`src/rtl/xlate_pkg.sv`:
```
`timescale 1ns/1ps
package xlate_pkg;
  localparam int ADDR_W = 32;

  // Leading bits on which the window's base and high agree.
  function automatic int const_bits(input logic [ADDR_W-1:0] b, input logic [ADDR_W-1:0] h);
    int  n;
    logic go;
    n  = 0;
    go = 1'b1;
    for (int i = ADDR_W-1; i >= 0; i--) begin
      if (go && (b[i] == h[i])) n++;
      else go = 1'b0;
    end
    return n;
  endfunction

  // Mask with the top w bits set.
  function automatic logic [ADDR_W-1:0] upper_mask(input int w);
    logic [ADDR_W-1:0] m;
    m = '1;
    if (w <= 0) return '0;
    return m << (ADDR_W - w);
  endfunction
endpackage

```
`src/rtl/xlate_win_decode.sv`:
```
`timescale 1ns/1ps
module xlate_win_decode import xlate_pkg::*; #(
  parameter int NUM_WIN = 4,
  parameter logic [NUM_WIN*ADDR_W-1:0] WIN_BASE = '0,
  parameter logic [NUM_WIN*ADDR_W-1:0] WIN_HIGH = '1
) (
  input  logic [ADDR_W-1:0]  addr,
  output logic [NUM_WIN-1:0] hit
);
  for (genvar k = 0; k < NUM_WIN; k++) begin : g_win
    localparam logic [ADDR_W-1:0] BASE = WIN_BASE[k*ADDR_W +: ADDR_W];
    localparam logic [ADDR_W-1:0] SPAN = WIN_HIGH[k*ADDR_W +: ADDR_W] - BASE;
    logic [ADDR_W-1:0] ofs;
    // Unsigned wrap turns the two-sided range test into one compare.
    assign ofs    = addr - BASE;
    assign hit[k] = (ofs <= SPAN);
  end
endmodule

```
`src/rtl/xlate_prio_pick.sv`:
```
`timescale 1ns/1ps
module xlate_prio_pick #(
  parameter int NUM_WIN = 4,
  parameter int WSEL_W  = 2
) (
  input  logic [NUM_WIN-1:0] hit,
  output logic               any,
  output logic [WSEL_W-1:0]  idx
);
  always_comb begin
    any = |hit;
    idx = '0;
    for (int k = NUM_WIN-1; k >= 0; k--) begin
      if (hit[k]) idx = WSEL_W'(k);
    end
  end

  // the chosen window hits and no lower-numbered window hits
  always_comb begin
    if (any) begin
      assert_pick_lowest_R9: assert (hit[idx] &&
        ((hit & ((NUM_WIN'(1) << idx) - NUM_WIN'(1))) == '0));
    end
  end
endmodule

```
`src/rtl/xlate_sub_file.sv`:
```
`timescale 1ns/1ps
module xlate_sub_file import xlate_pkg::*; #(
  parameter int NUM_WIN = 4,
  parameter int WSEL_W  = 2,
  parameter logic [NUM_WIN*ADDR_W-1:0] WIN_BASE  = '0,
  parameter logic [NUM_WIN*ADDR_W-1:0] WIN_HIGH  = '1,
  parameter logic [NUM_WIN*ADDR_W-1:0] WIN_FIXED = '0,
  parameter bit HAS_SUB_REGS = 1'b1
) (
  input  logic              clk,
  input  logic              rst,
  input  logic              we,
  input  logic [WSEL_W-1:0] sel,
  input  logic [ADDR_W-1:0] wdata,
  output logic [ADDR_W-1:0] sub_val [NUM_WIN],
  output logic [ADDR_W-1:0] rdata
);
  logic [ADDR_W-1:0] um [NUM_WIN];

  for (genvar k = 0; k < NUM_WIN; k++) begin : g_win
    localparam int W = const_bits(WIN_BASE[k*ADDR_W +: ADDR_W], WIN_HIGH[k*ADDR_W +: ADDR_W]);
    assign um[k] = upper_mask(W);
    if (HAS_SUB_REGS) begin : g_reg
      logic [W-1:0] r_q;
      always_ff @(posedge clk) begin
        if (rst) r_q <= '0;
        else if (we && (sel == WSEL_W'(k))) r_q <= wdata[ADDR_W-1 -: W];
      end
      assign sub_val[k] = ADDR_W'(r_q) << (ADDR_W - W);
    end else begin : g_fixed
      assign sub_val[k] = WIN_FIXED[k*ADDR_W +: ADDR_W] & upper_mask(W);
    end
  end

  always_ff @(posedge clk) begin
    if (rst) rdata <= '0;
    else     rdata <= sub_val[sel];
  end

  // readback never carries bits below the window's constant field
  assert_rdata_low_zero_R7: assert property (@(posedge clk) disable iff (rst)
    ((rdata & ~um[$past(sel)]) == '0));

  if (HAS_SUB_REGS) begin : g_wr_chk
    // a write lands as the masked upper bits of the data
    assert_write_keeps_upper_R7: assert property (@(posedge clk) disable iff (rst)
      we |=> (sub_val[$past(sel)] == ($past(wdata) & um[$past(sel)])));
  end else begin : g_fix_chk
    // writes leave the fixed substitution untouched
    assert_fixed_ignores_write_R10: assert property (@(posedge clk) disable iff (rst)
      we |=> (sub_val[$past(sel)] == (WIN_FIXED[$past(sel)*ADDR_W +: ADDR_W] & um[$past(sel)])));
  end
endmodule

```
`src/rtl/pci_win_xlate.sv`:
```
`timescale 1ns/1ps
module pci_win_xlate import xlate_pkg::*; #(
  parameter int NUM_WIN = 4,
  parameter int WSEL_W  = (NUM_WIN > 1) ? $clog2(NUM_WIN) : 1,
  parameter logic [NUM_WIN*ADDR_W-1:0] WIN_BASE =
    {32'h0000_0000, 32'hFE00_0000, 32'hABCD_E000, 32'h1234_0000},
  parameter logic [NUM_WIN*ADDR_W-1:0] WIN_HIGH =
    {32'h0000_007F, 32'hFFFF_FFFF, 32'hABCD_FFFF, 32'h1234_FFFF},
  parameter logic [NUM_WIN-1:0] WIN_MEM = 4'b1101,
  parameter logic [NUM_WIN*ADDR_W-1:0] WIN_FIXED = '0,
  parameter bit HAS_SUB_REGS = 1'b1
) (
  input  logic              clk,
  input  logic              rst,
  input  logic              in_valid,
  input  logic [ADDR_W-1:0] in_addr,
  input  logic              cfg_we,
  input  logic [WSEL_W-1:0] cfg_sel,
  input  logic [ADDR_W-1:0] cfg_wdata,
  output logic [ADDR_W-1:0] cfg_rdata,
  output logic              out_valid,
  output logic              out_miss,
  output logic [ADDR_W-1:0] out_addr,
  output logic              out_mem,
  output logic [WSEL_W-1:0] out_win
);
  logic [NUM_WIN-1:0] hit_vec;
  logic               any_hit;
  logic [WSEL_W-1:0]  pick;
  logic [ADDR_W-1:0]  sub_val [NUM_WIN];
  logic [ADDR_W-1:0]  umask   [NUM_WIN];
  logic [ADDR_W-1:0]  next_addr;

  for (genvar k = 0; k < NUM_WIN; k++) begin : g_mask
    assign umask[k] = upper_mask(const_bits(WIN_BASE[k*ADDR_W +: ADDR_W],
                                            WIN_HIGH[k*ADDR_W +: ADDR_W]));
  end

  xlate_win_decode #(
    .NUM_WIN(NUM_WIN), .WIN_BASE(WIN_BASE), .WIN_HIGH(WIN_HIGH)
  ) u_dec (
    .addr(in_addr), .hit(hit_vec)
  );

  xlate_prio_pick #(
    .NUM_WIN(NUM_WIN), .WSEL_W(WSEL_W)
  ) u_pick (
    .hit(hit_vec), .any(any_hit), .idx(pick)
  );

  xlate_sub_file #(
    .NUM_WIN(NUM_WIN), .WSEL_W(WSEL_W), .WIN_BASE(WIN_BASE), .WIN_HIGH(WIN_HIGH),
    .WIN_FIXED(WIN_FIXED), .HAS_SUB_REGS(HAS_SUB_REGS)
  ) u_subs (
    .clk(clk), .rst(rst), .we(cfg_we), .sel(cfg_sel), .wdata(cfg_wdata),
    .sub_val(sub_val), .rdata(cfg_rdata)
  );

  assign next_addr = (sub_val[pick] & umask[pick]) | (in_addr & ~umask[pick]);

  always_ff @(posedge clk) begin
    if (rst) begin
      out_valid <= 1'b0;
      out_miss  <= 1'b0;
      out_addr  <= '0;
      out_mem   <= 1'b0;
      out_win   <= '0;
    end else begin
      out_valid <= in_valid & any_hit;
      out_miss  <= in_valid & ~any_hit;
      if (in_valid && any_hit) begin
        out_addr <= next_addr;
        out_mem  <= WIN_MEM[pick];
        out_win  <= pick;
      end
    end
  end

  // valid and miss never together
  assert_valid_miss_excl_R5: assert property (@(posedge clk) disable iff (rst)
    !(out_valid && out_miss));

  // a missed address flags miss and leaves the last translation in place
  assert_miss_holds_R5: assert property (@(posedge clk) disable iff (rst)
    (in_valid && !any_hit) |=> (out_miss && !out_valid && $stable(out_addr)));

  // no request, no response
  assert_idle_quiet_R6: assert property (@(posedge clk) disable iff (rst)
    !in_valid |=> (!out_valid && !out_miss));

  // offset bits pass through from the input one cycle earlier
  assert_offset_passthru_R3: assert property (@(posedge clk) disable iff (rst)
    (in_valid && any_hit) |=> (out_valid &&
      (((out_addr ^ $past(in_addr)) & ~umask[out_win]) == '0)));
endmodule

```
`config.mk`:
```
export PLATFORM = sky130hd
export DESIGN_NAME = pci_win_xlate
export DESIGN_NICKNAME = d
export VERILOG_FILES = /design/src/rtl/xlate_pkg.sv /design/src/rtl/xlate_win_decode.sv /design/src/rtl/xlate_prio_pick.sv /design/src/rtl/xlate_sub_file.sv /design/src/rtl/pci_win_xlate.sv
export SDC_FILE = /design/constraint.sdc
export NUM_CORES = 1
export LEC_CHECK = 0
export BUFFER_PORTS_ARGS = -buffer_cell sky130_fd_sc_hd__buf_4
export CORE_MARGIN = 2
export CORE_UTILIZATION = 61
export CTS_BUF_LIST = sky130_fd_sc_hd__clkbuf_8
export DETAILED_ROUTE_END_ITERATION = 8
export GPL_TIMING_DRIVEN = 0
export PLACE_DENSITY = 0.88
export SYNTH_ARGS = -nofsm -noshare
export SYNTH_HDL_FRONTEND = slang
export SYNTH_SLANG_ARGS = --single-unit
export TNS_END_PERCENT = 10
```
`constraint.sdc`:
```
create_clock -name clk -period 9.2 [get_ports clk]
set_input_delay 1.38 -clock clk [delete_from_list [all_inputs] [get_ports clk]]
set_output_delay 1.38 -clock clk [all_outputs]
set_load 0.01 [all_outputs]
```
==> flow_summary_export.csv <==
group,metric,value,unit
timing,hold_violations,0,
power,powerDensity,157,mW/mm2
synth,seq_area_frac_synth,41.2,%
clock_tree,cts-htree-levels,4,
synth,ys_types,66,
floorplan,dieHeight,105,um
clock_tree,cts_hold_buf,0,
synth,synth_edf_count,0,
synth,syn_inst,756,
power,vdd_drop_max,145,uV
setup_path,crit_start,"in_addr[26]",
synth,ys_warn_count,0,
place,hpwl,14000,um
layout,syn_to_final_growth,23.7,%
detailed_routing,via_per_inst,6.32,
outcome,outcome,"completed",
power,internal_power,0.898,mW
clock_tree,path_clk_slew,80,ps
global_routing,grt_use_total,35.8,%
clock_tree,cts-root-buf,"clkbuf_8",
setup_path,required,9520,ps
timing,rsz0062_at_grt,"no",
synth,synth.ff_latch_count,129,
detailed_routing,drtAntennaViolNets,0,
power,p_leak,3.19,nW
global_routing,grt_start_max_net_pins,17,
setup_path,critPathLaunchType,"input port",
detailed_routing,routed_wirelength,19900,um
power,pwr-share-clk,41.7,%
place,pre_cts_ws,4510,ps
layout,drive_gt1_share,21.6,%
timing,layout_worst_path_cycle_share,48.7,%
flow_run,cap_viol_max_count,0,
place,place.gp.congestion,0.948,
setup_path,worstRegToRegCells,2,
floorplan,fp.coreArea,0.0101,mm2
clock_tree,cts.sinks,129,
layout,design_area,0.00776,mm2
setup_path,cp-end-kind,"register",
floorplan,ios,139,
setup_path,timing.rr.start,"u_subs.g_win[3].g_reg.r_q[21]",
min_path,worst_hold_path_type,"reg -> reg",
global_routing,grt_first_pass_wirelength,31600,um
timing,maxSlewHeadroom,25.6,%
clock_tree,clock_path_buffers,2,
detailed_routing,drc,0,
global_routing,antenna_found_initial,0,
power,power_switching,0.320,mW
setup_path,crit_end,"out_addr[29]",
clock_tree,post_cts_resized,0,
layout,fin_util,76.5,%
detailed_routing,num_vias,6609,
timing,max_freq,0.223,GHz
floorplan,die_area,0.0111,mm2
global_routing,grt_pass1_vias,6275,
detailed_routing,first_iter_violations,825,
synth,synthFlopType,"dfxtp_1",
synth,synth_area_per_cell,8.29,um2
power,pwr-share-seq,47.7,%
timing,worst_slack,4720,ps
clock_tree,cts_buffers,17,
timing,fin_setup_tns,0,ps
layout,diodes,0,
power,pwr-share-comb,10.6,%
detailed_routing,wl_per_cell,19.0,um
setup_path,r2r_slack,8060,ps
layout,final_common_cell,"nand2_1",
power,swShare,26.3,%
layout,layout_common_cells,"nand2_1 (176), buf_4 (129), dfxtp_1 (129), a21oi_1 (73), nor2_1 (61)",
setup_path,critical_path_class,"in -> reg",
synth,synth_area,0.00627,mm2
timing,slew_viol_final,0,
clock_tree,cts_tree,"built",
layout,final_nets,972,
floorplan,die_x,105,um
timing,finalWorstPathRequiredPeriod,4480,ps
floorplan,rows,37,
clock_tree,postCtsSetupBuffers,0,
global_routing,overflow,0,
detailed_routing,first_pass_iters,7,
timing,worst_pin_slew,1110,ps
place,placed_area,0.00735,mm2
timing,fin_skew,9.49,ps
timing,setup_violations,0,
setup_path,crit_arrival,4790,ps
synth,async_reset_ff_share,0,%
setup_path,cp_max_fo,10,
setup_path,r2r_end,"u_subs.rdata[28]",
clock_tree,clk_latency,430,ps
floorplan,initial_utilization,61.8,%
place,io_buffers,118,
[sequential cells by signal, indices dropped and copies added, names as in the netlist]
signal / flops
u_subs.g_win.g_reg.r_q: 67
out_mem: 1
out_valid: 1
out_addr: 32
out_win: 2
out_miss: 1
u_subs.rdata: 25
[kinds of logic (layout without fill, tap and decap cells)]
kind of cell	Yosys count	in the layout	share of synthesized area (%)
other	1	7	0.0598
buffers and inverters	79	227	6.31
XOR/XNOR	4	4	0.559
multiplexers	53	53	10.2
flip-flops	129	129	41.2
AND/OR/NAND/NOR	304	304	21.4
AO/OA/AOI/OAI	183	183	19.7
adder cells (fa/ha/maj)	3	3	0.599
[synth_stat cells, drive strengths merged, types with 2 or more instances]
library cell  instances  area (um2)
nor3b                 5        37.5
or4                   4        30.0
xnor2                 3        26.3
a211oi                2        15.0
nand3                 2        10.0
o31a                 16         140
mux2i                29         290
nor2                 61         229
o211a                 7        70.1
or3                   6        42.5
and4b                 2        20.0
buf                  27         200
and3                  5        31.3
a31oi                15        93.8
a22o                  8        70.1
ha                    3        37.5
clkbuf               42         158
nor4                  4        25.0
nand2               176         661
o31ai                 8        60.1
dfxtp               129        2580
nand4                 2        12.5
and2                 15        93.8
inv                  10        37.5
mux4                  7         158
or2                   3        18.8
nor3                  8        40.0
a21oi                74         374
o21ai                13        76.3
and4                  2        17.5
o211ai                8        60.1
a22oi                17         128
o2111ai               2        17.5
a221oi                4        41.3
mux2                 17         191
[metal layers]
metal / GRT usage (%) / vias up / part of all wire [%]
li1: - / 2923 / -
met1: 44.1 / 3050 / 38
met2: 57.6 / 533 / 46
met3: 8.23 / 103 / 11
met4: 20.2 / 0 / 4.6
met5: 0 / - / 0
[stage by stage]
| stage | std cells | total power, mW | hold slack (ps) |
|---|---|---|---|
| 2_1_floorplan | 762 | 0.661 | 445 |
| 3_3_place_gp | 1016 | 0.711 | 444 |
| 3_5_place_dp | 1016 | 0.716 | 456 |
| 4_1_cts | 1046 | 1.21 | 467 |
| 5_1_grt | 1046 | 1.25 | 487 |
| 6_report | 1046 | 1.22 | 462 |
[power groups by stage]
stage | clock (mW) | combinational [mW] | sequential (mW)
detailed placement | 0 | 0.124 | 0.592
global route | 0.530 | 0.139 | 0.581
CTS | 0.501 | 0.126 | 0.580
floorplan | 0 | 0.0704 | 0.590
finish | 0.507 | 0.129 | 0.581
global placement | 0 | 0.120 | 0.591
[worst min-delay path by stage]
stage / from / to / slack [ps] / depth (start not counted)
after floorplan: u_subs.g_win[3].g_reg.r_q[0] / u_subs.g_win[3].g_reg.r_q[0] / 450 / 2
after CTS: out_addr[2] / out_addr[2] / 470 / 2
after global routing: out_addr[2] / out_addr[2] / 490 / 2
after detailed placement: out_addr[2] / out_addr[2] / 460 / 2
after global placement: out_addr[1] / out_addr[1] / 440 / 2
final: out_addr[2] / out_addr[2] / 460 / 2
[cell type report]
cell class	instances	area, um2
tap	136	170
inverter	10	37.5
timing repair buffer	118	886
buffer	69	358
clock inverter	12	160
sequential	129	2580
multi-input combinational	554	3310
fill	721	2380
clock buffer	18	248
[critical path, stage by stage]
cell and delay (ps):
buf_4 120, clkbuf_1 370, inv_1 160, ha_1 310, nand2_1 70, nor3_1 870, nor2_1 500, clkbuf_1 440
nand2_1 180, mux2i_1 100, o31a_1 290
Note: power is estimated with default switching activity, not from simulation.
